--- config.mk ---
export PLATFORM = sky130hd
export DESIGN_NAME = pwm_ovr_top
export DESIGN_NICKNAME = d
export VERILOG_FILES = /design/src/rtl/pwm_ovr_pkg.sv /design/src/rtl/pwm_ovr_wrmask.sv /design/src/rtl/pwm_ovr_loadsel.sv /design/src/rtl/pwm_ovr_regs.sv /design/src/rtl/pwm_ovr_outmux.sv /design/src/rtl/pwm_ovr_top.sv
export SDC_FILE = /design/constraint.sdc
export NUM_CORES = 1
export LEC_CHECK = 0
export ABC_CLOCK_PERIOD_IN_PS = 2100
export BUFFER_PORTS_ARGS = -buffer_cell sky130_fd_sc_hd__buf_4
export CAP_MARGIN = 25
export CORE_MARGIN = 2
export CORE_UTILIZATION = 40
export DETAILED_ROUTE_END_ITERATION = 8
export GPL_TIMING_DRIVEN = 0
export PLACE_DENSITY = 0.7
export REMOVE_ABC_BUFFERS = 1
export SYNTH_ARGS = -nofsm -noshare
export SYNTH_HDL_FRONTEND = slang
export SYNTH_SLANG_ARGS = --single-unit
--- constraint.sdc ---
create_clock -name clk -period 2.1 [get_ports clk]
set_input_delay 0.21 -clock clk [delete_from_list [all_inputs] [get_ports clk]]
set_output_delay 0.21 -clock clk [all_outputs]
set_load 0.05 [all_outputs]
--- src/rtl/pwm_ovr_pkg.sv ---
package pwm_ovr_pkg;

  typedef enum logic [1:0] {
    LD_UNDER  = 2'b00,
    LD_PEAK   = 2'b01,
    LD_EITHER = 2'b10,
    LD_NONE   = 2'b11
  } ld_sel_e;

  function automatic logic ev_hit(ld_sel_e sel, logic under, logic peak);
    logic hit;
    unique case (sel)
      LD_UNDER:  hit = under;
      LD_PEAK:   hit = peak;
      LD_EITHER: hit = under | peak;
      default:   hit = 1'b0;
    endcase
    return hit;
  endfunction

endpackage

--- src/rtl/pwm_ovr_wrmask.sv ---
module pwm_ovr_wrmask #(
  parameter int unsigned CTRL_W = 12,
  parameter int unsigned BUS_W  = 16,
  localparam int unsigned LANES = BUS_W / 8
) (
  input  logic              wr_en,
  input  logic [LANES-1:0]  wr_be,
  input  logic [CTRL_W-1:0] wr_bits,
  input  logic [CTRL_W-1:0] cur_q,
  output logic [CTRL_W-1:0] nxt
);

  for (genvar b = 0; b < CTRL_W; b++) begin : g_bit
    localparam int unsigned LANE = b / 8;
    assign nxt[b] = (wr_en && wr_be[LANE]) ? wr_bits[b] : cur_q[b];
  end

endmodule

--- src/rtl/pwm_ovr_loadsel.sv ---
module pwm_ovr_loadsel
  import pwm_ovr_pkg::*;
(
  input  logic    buf_dbl,
  input  logic    cnt_run,
  input  logic    ev_under,
  input  logic    ev_peak,
  input  ld_sel_e sel,
  output logic    load_now
);

  always_comb begin
    if (!buf_dbl) begin
      load_now = 1'b1;
    end else if (!cnt_run) begin
      load_now = 1'b1;
    end else begin
      load_now = ev_hit(sel, ev_under, ev_peak);
    end
  end

endmodule

--- src/rtl/pwm_ovr_regs.sv ---
module pwm_ovr_regs #(
  parameter int unsigned CTRL_W = 12
) (
  input  logic              clk,
  input  logic              rst_n,
  input  logic              buf_dbl,
  input  logic              load_now,
  input  logic [CTRL_W-1:0] sh_nxt,
  output logic [CTRL_W-1:0] sh_q,
  output logic [CTRL_W-1:0] act_q
);

  logic [CTRL_W-1:0] act_d;
  logic              act_en;

  always_comb begin
    act_en = load_now;
    act_d  = buf_dbl ? sh_q : sh_nxt;
  end

  always_ff @(posedge clk or negedge rst_n) begin
    if (!rst_n) begin
      sh_q <= '0;
    end else begin
      sh_q <= sh_nxt;
    end
  end

  always_ff @(posedge clk or negedge rst_n) begin
    if (!rst_n) begin
      act_q <= '0;
    end else if (act_en) begin
      act_q <= act_d;
    end
  end

endmodule

--- src/rtl/pwm_ovr_outmux.sv ---
module pwm_ovr_outmux #(
  parameter int unsigned NUM_OUT = 6,
  localparam int unsigned CTRL_W = 2 * NUM_OUT
) (
  input  logic [CTRL_W-1:0]  act_q,
  input  logic [NUM_OUT-1:0] pwm_in,
  output logic [NUM_OUT-1:0] pwm_out
);

  for (genvar i = 0; i < NUM_OUT; i++) begin : g_out
    logic force_lvl;
    assign force_lvl  = act_q[NUM_OUT + i];
    assign pwm_out[i] = force_lvl ? act_q[i] : pwm_in[i];
  end

endmodule

--- src/rtl/pwm_ovr_top.sv ---
module pwm_ovr_top
  import pwm_ovr_pkg::*;
#(
  parameter int unsigned NUM_PHASE = 3,
  parameter int unsigned BUS_W     = 16,
  localparam int unsigned NUM_OUT  = 2 * NUM_PHASE,
  localparam int unsigned CTRL_W   = 2 * NUM_OUT,
  localparam int unsigned LANES    = BUS_W / 8
) (
  input  logic               clk,
  input  logic               rst_n,
  input  logic               wr_en,
  input  logic [LANES-1:0]   wr_be,
  input  logic [BUS_W-1:0]   wr_data,
  output logic [BUS_W-1:0]   rd_data,
  input  logic               buf_dbl,
  input  logic [1:0]         load_sel,
  input  logic               cnt_run,
  input  logic               ev_under,
  input  logic               ev_peak,
  input  logic [NUM_OUT-1:0] pwm_in,
  output logic [NUM_OUT-1:0] pwm_out
);

  logic [1:0]        rst_pipe;
  logic              rst_sync_n;
  logic [CTRL_W-1:0] sh_q;
  logic [CTRL_W-1:0] act_q;
  logic [CTRL_W-1:0] sh_nxt;
  logic              load_now;
  logic [CTRL_W-1:0] rd_ctrl;
  logic              unused_hi;

  // reset: asserted at once, released after two clock edges
  always_ff @(posedge clk or negedge rst_n) begin
    if (!rst_n) begin
      rst_pipe <= '0;
    end else begin
      rst_pipe <= {rst_pipe[0], 1'b1};
    end
  end
  assign rst_sync_n = rst_pipe[1];

  assign unused_hi = ^wr_data[BUS_W-1:CTRL_W];

  pwm_ovr_wrmask #(
    .CTRL_W (CTRL_W),
    .BUS_W  (BUS_W)
  ) u_wrmask (
    .wr_en   (wr_en),
    .wr_be   (wr_be),
    .wr_bits (wr_data[CTRL_W-1:0]),
    .cur_q   (sh_q),
    .nxt     (sh_nxt)
  );

  pwm_ovr_loadsel u_loadsel (
    .buf_dbl  (buf_dbl),
    .cnt_run  (cnt_run),
    .ev_under (ev_under),
    .ev_peak  (ev_peak),
    .sel      (ld_sel_e'(load_sel)),
    .load_now (load_now)
  );

  pwm_ovr_regs #(
    .CTRL_W (CTRL_W)
  ) u_regs (
    .clk      (clk),
    .rst_n    (rst_sync_n),
    .buf_dbl  (buf_dbl),
    .load_now (load_now),
    .sh_nxt   (sh_nxt),
    .sh_q     (sh_q),
    .act_q    (act_q)
  );

  pwm_ovr_outmux #(
    .NUM_OUT (NUM_OUT)
  ) u_outmux (
    .act_q   (act_q),
    .pwm_in  (pwm_in),
    .pwm_out (pwm_out)
  );

  always_comb begin
    rd_ctrl = buf_dbl ? sh_q : act_q;
    rd_data = {{(BUS_W - CTRL_W){1'b0}}, rd_ctrl};
  end

endmodule

==> results.toml <==
[clocking]
htreeDepth = 1
path_clk_slew_ps = 130
clkLatencyLatePin_ps = 310
cts_tree = "yes"
cts_buffers = 3
postCtsSetupBuffers = 0
clkSinkCount = 26
cts-resized-gates = 0
clk_path_buf_depth = 2
clock-root-buffer = "clkbuf_4"

[sta]
rsz0062_at_grt = "no"
setup_tns_ps = 0
min_period_ps = 1477
post-route-period-util_pct = 70.35
drv_slew = 0
setup_viol = 0
fin_hold_ws_ps = 74.58
tightestPinTransition_ps = 804.9
max_slew_margin_pct = 46.33
fin_worst_skew_ps = 2.421
hold_viol = 0
fmax_ghz = 0.6769

[worst_setup_path]
crit_fanout = 3
start_kind = "flip-flop"
crit_required_ps = 1890
critPathCaptureType = "primary output"
path_class = "reg2out"
worstPathArrival_ps = 1270

[power_and_ir_drop]
intPower_mw = 0.9458
combPwrFrac_pct = 44.5
swShare_pct = 38.04
pwr_density_cell_nw_per_um2 = 833.9
vdd_ir_drop_max_v = 0.0003863
p_leak_nw = 0.8728
power_frac_seq_pct = 41.9
p_clk_share_pct = 13.6
p_switching_mw = 0.5806

[floorplan]
num_rows = 21
coreArea_um2 = 3363
dieHeight_um = 63.22
initial_utilization_pct = 41.70
die-width_um = 63.22
die-area_um2 = 3996
io_pins = 55

[routing]
first_pass_iters = 4
totalWireLength_um = 2703
antenna_left = 0
drt_iter0_drc = 9
viasPerCell = 4.816
dr_total_vias = 915
wl_per_cell_um = 14.23
drc = 0

[synth]
synth_area_per_cell_um2 = 14.61
yosysMostFrequentCell = "mux2_2"
synth-seq-cells = 26
postSynth.asyncResetShare_pct = 100.0
synth_common_cells = "mux2_2 (44), dfrtp_1 (26), mux2_4 (10)"
synth_flop_cell = "dfrtp_1"
yosysTopAreaCellShare_pct = 46.39
yosys.area.top_type = "dfrtp_1"
synth_cell_types = 13
ys_warn_count = 0
syn-instance-count = 96
ys_seq_area_share_pct = 46.39
synth_edf_count = 0
netlist_top_cells_area = "dfrtp_1 (46%), mux2_2 (35%), mux2_4 (11%)"
syn_area_um2 = 1403

[finish]
nets = 179
utilization_pct = 54.43
syn_to_final_growth_pct = 30.51
diodes = 0
drive_gt1_share_pct = 72.92

[global_route]
grt_max_degree = 25
grt_overflow = 0
grt_antenna_before_repair = 0
grt_pass1_vias = 974
grt_pass1_wl_um = 4533
grtUsageTotal_pct = 14.61

[placement]
place.gp.congestion = 0.6896
dp_hpwl_um = 1977
io_buffers = 46

[hold_path]
hold_class = "reg2async"

[run_status]
outcome = "finished, final reports clean"

[run]
drv_cap = 0
## cells by family after synthesis
| family | synth area share, % |
|---|---|
| AO/OA/AOI/OAI | 0.7137 |
| multiplexers | 46.03 |
| buffers and inverters | 3.568 |
| XOR/XNOR | 0.6246 |
| other | 0.5354 |
| flip-flops | 46.39 |
| AND/OR/NAND/NOR | 2.141 |
## power groups by stage
stage	clock, mW	sequential [mW]	combinational [mW]
6_report	0.208	0.639	0.679
4_1_cts	0.214	0.647	0.671
5_1_grt	0.242	0.651	0.714
3_3_place_gp	0	0.650	0.659
2_1_floorplan	0	0.633	0.493
3_5_place_dp	0	0.656	0.667
## state kept, by name, summed over array words and instances (netlist names)
register / flops
rst_pipe: 2
u_regs.act_q: 12
u_regs.sh_q: 12
## timing repair
| action | 4_1_cts | 5_1_grt |
|---|---|---|
| hold endpoints to repair | 2 | 0 |
| endpoints found under the setup margin | 0 | 0 |
| hold buffers | 1 | 0 |
## placed cells by master (no fill, tap or decap)
cell type / n
a221o_1: 1
buf_16: 1
buf_4: 46
clkbuf_4: 3
conb_1: 5
dfrtp_1: 26
dlygate4sd3_1: 1
inv_1: 1
mux2_2: 44
mux2_4: 10
nand2_1: 3
nand3b_1: 1
nand3b_2: 1
xor2_1: 1
## worst paths after layout
kind                             startpoint               end  slack [ps]  cells after the start
hold / removal                  rst_pipe[1]  u_regs.act_q[10]          70                      0
max in group asynchronous       rst_pipe[1]   u_regs.act_q[1]        1680                      1
min in group clk                 wr_data[8]    u_regs.sh_q[8]         130                      2
hold reg to reg                 rst_pipe[1]  u_regs.act_q[10]          70                      0
setup reg to reg             u_regs.sh_q[9]   u_regs.act_q[9]        1060                      2
setup / recovery           u_regs.act_q[10]        pwm_out[4]         620                      2
## per-stage QoR
step / worst slack, ps / power, mW / area, um2 / instances
3_5_place_dp: 415.5 / 1.323 / 1770 / 185
4_1_cts: 617.0 / 1.531 / 1803 / 189
2_1_floorplan: 724.8 / 1.126 / 1368 / 93
3_3_place_gp: 409.1 / 1.309 / 1770 / 185
5_1_grt: 563.0 / 1.607 / 1831 / 190
6_report: 622.8 / 1.526 / 1831 / 190
## worst max-delay path, cell delays in order (launching register included)
cell     delay (ps)
dfrtp_1         410
mux2_2          350
buf_4           190
## final cells by class
cell class | instances | area [um2]
Clock buffer | 3 | 22.52
Fill cell | 303 | 1533
Inverter | 1 | 3.754
Multi-Input combinational cell | 66 | 713.2
Sequential cell | 26 | 650.6
Tap cell | 46 | 57.56
Timing Repair Buffer | 48 | 382.9
## metal layers
| metal | global-route usage, % | share of wire [%] |
|---|---|---|
| met1 | 18.97 | 45 |
| met5 | 0 | 0 |
| met2 | 23.54 | 48 |
| met3 | 3.571 | 6.3 |
| met4 | 5.707 | 0.96 |
Note: power is estimated with default switching activity, not from simulation.
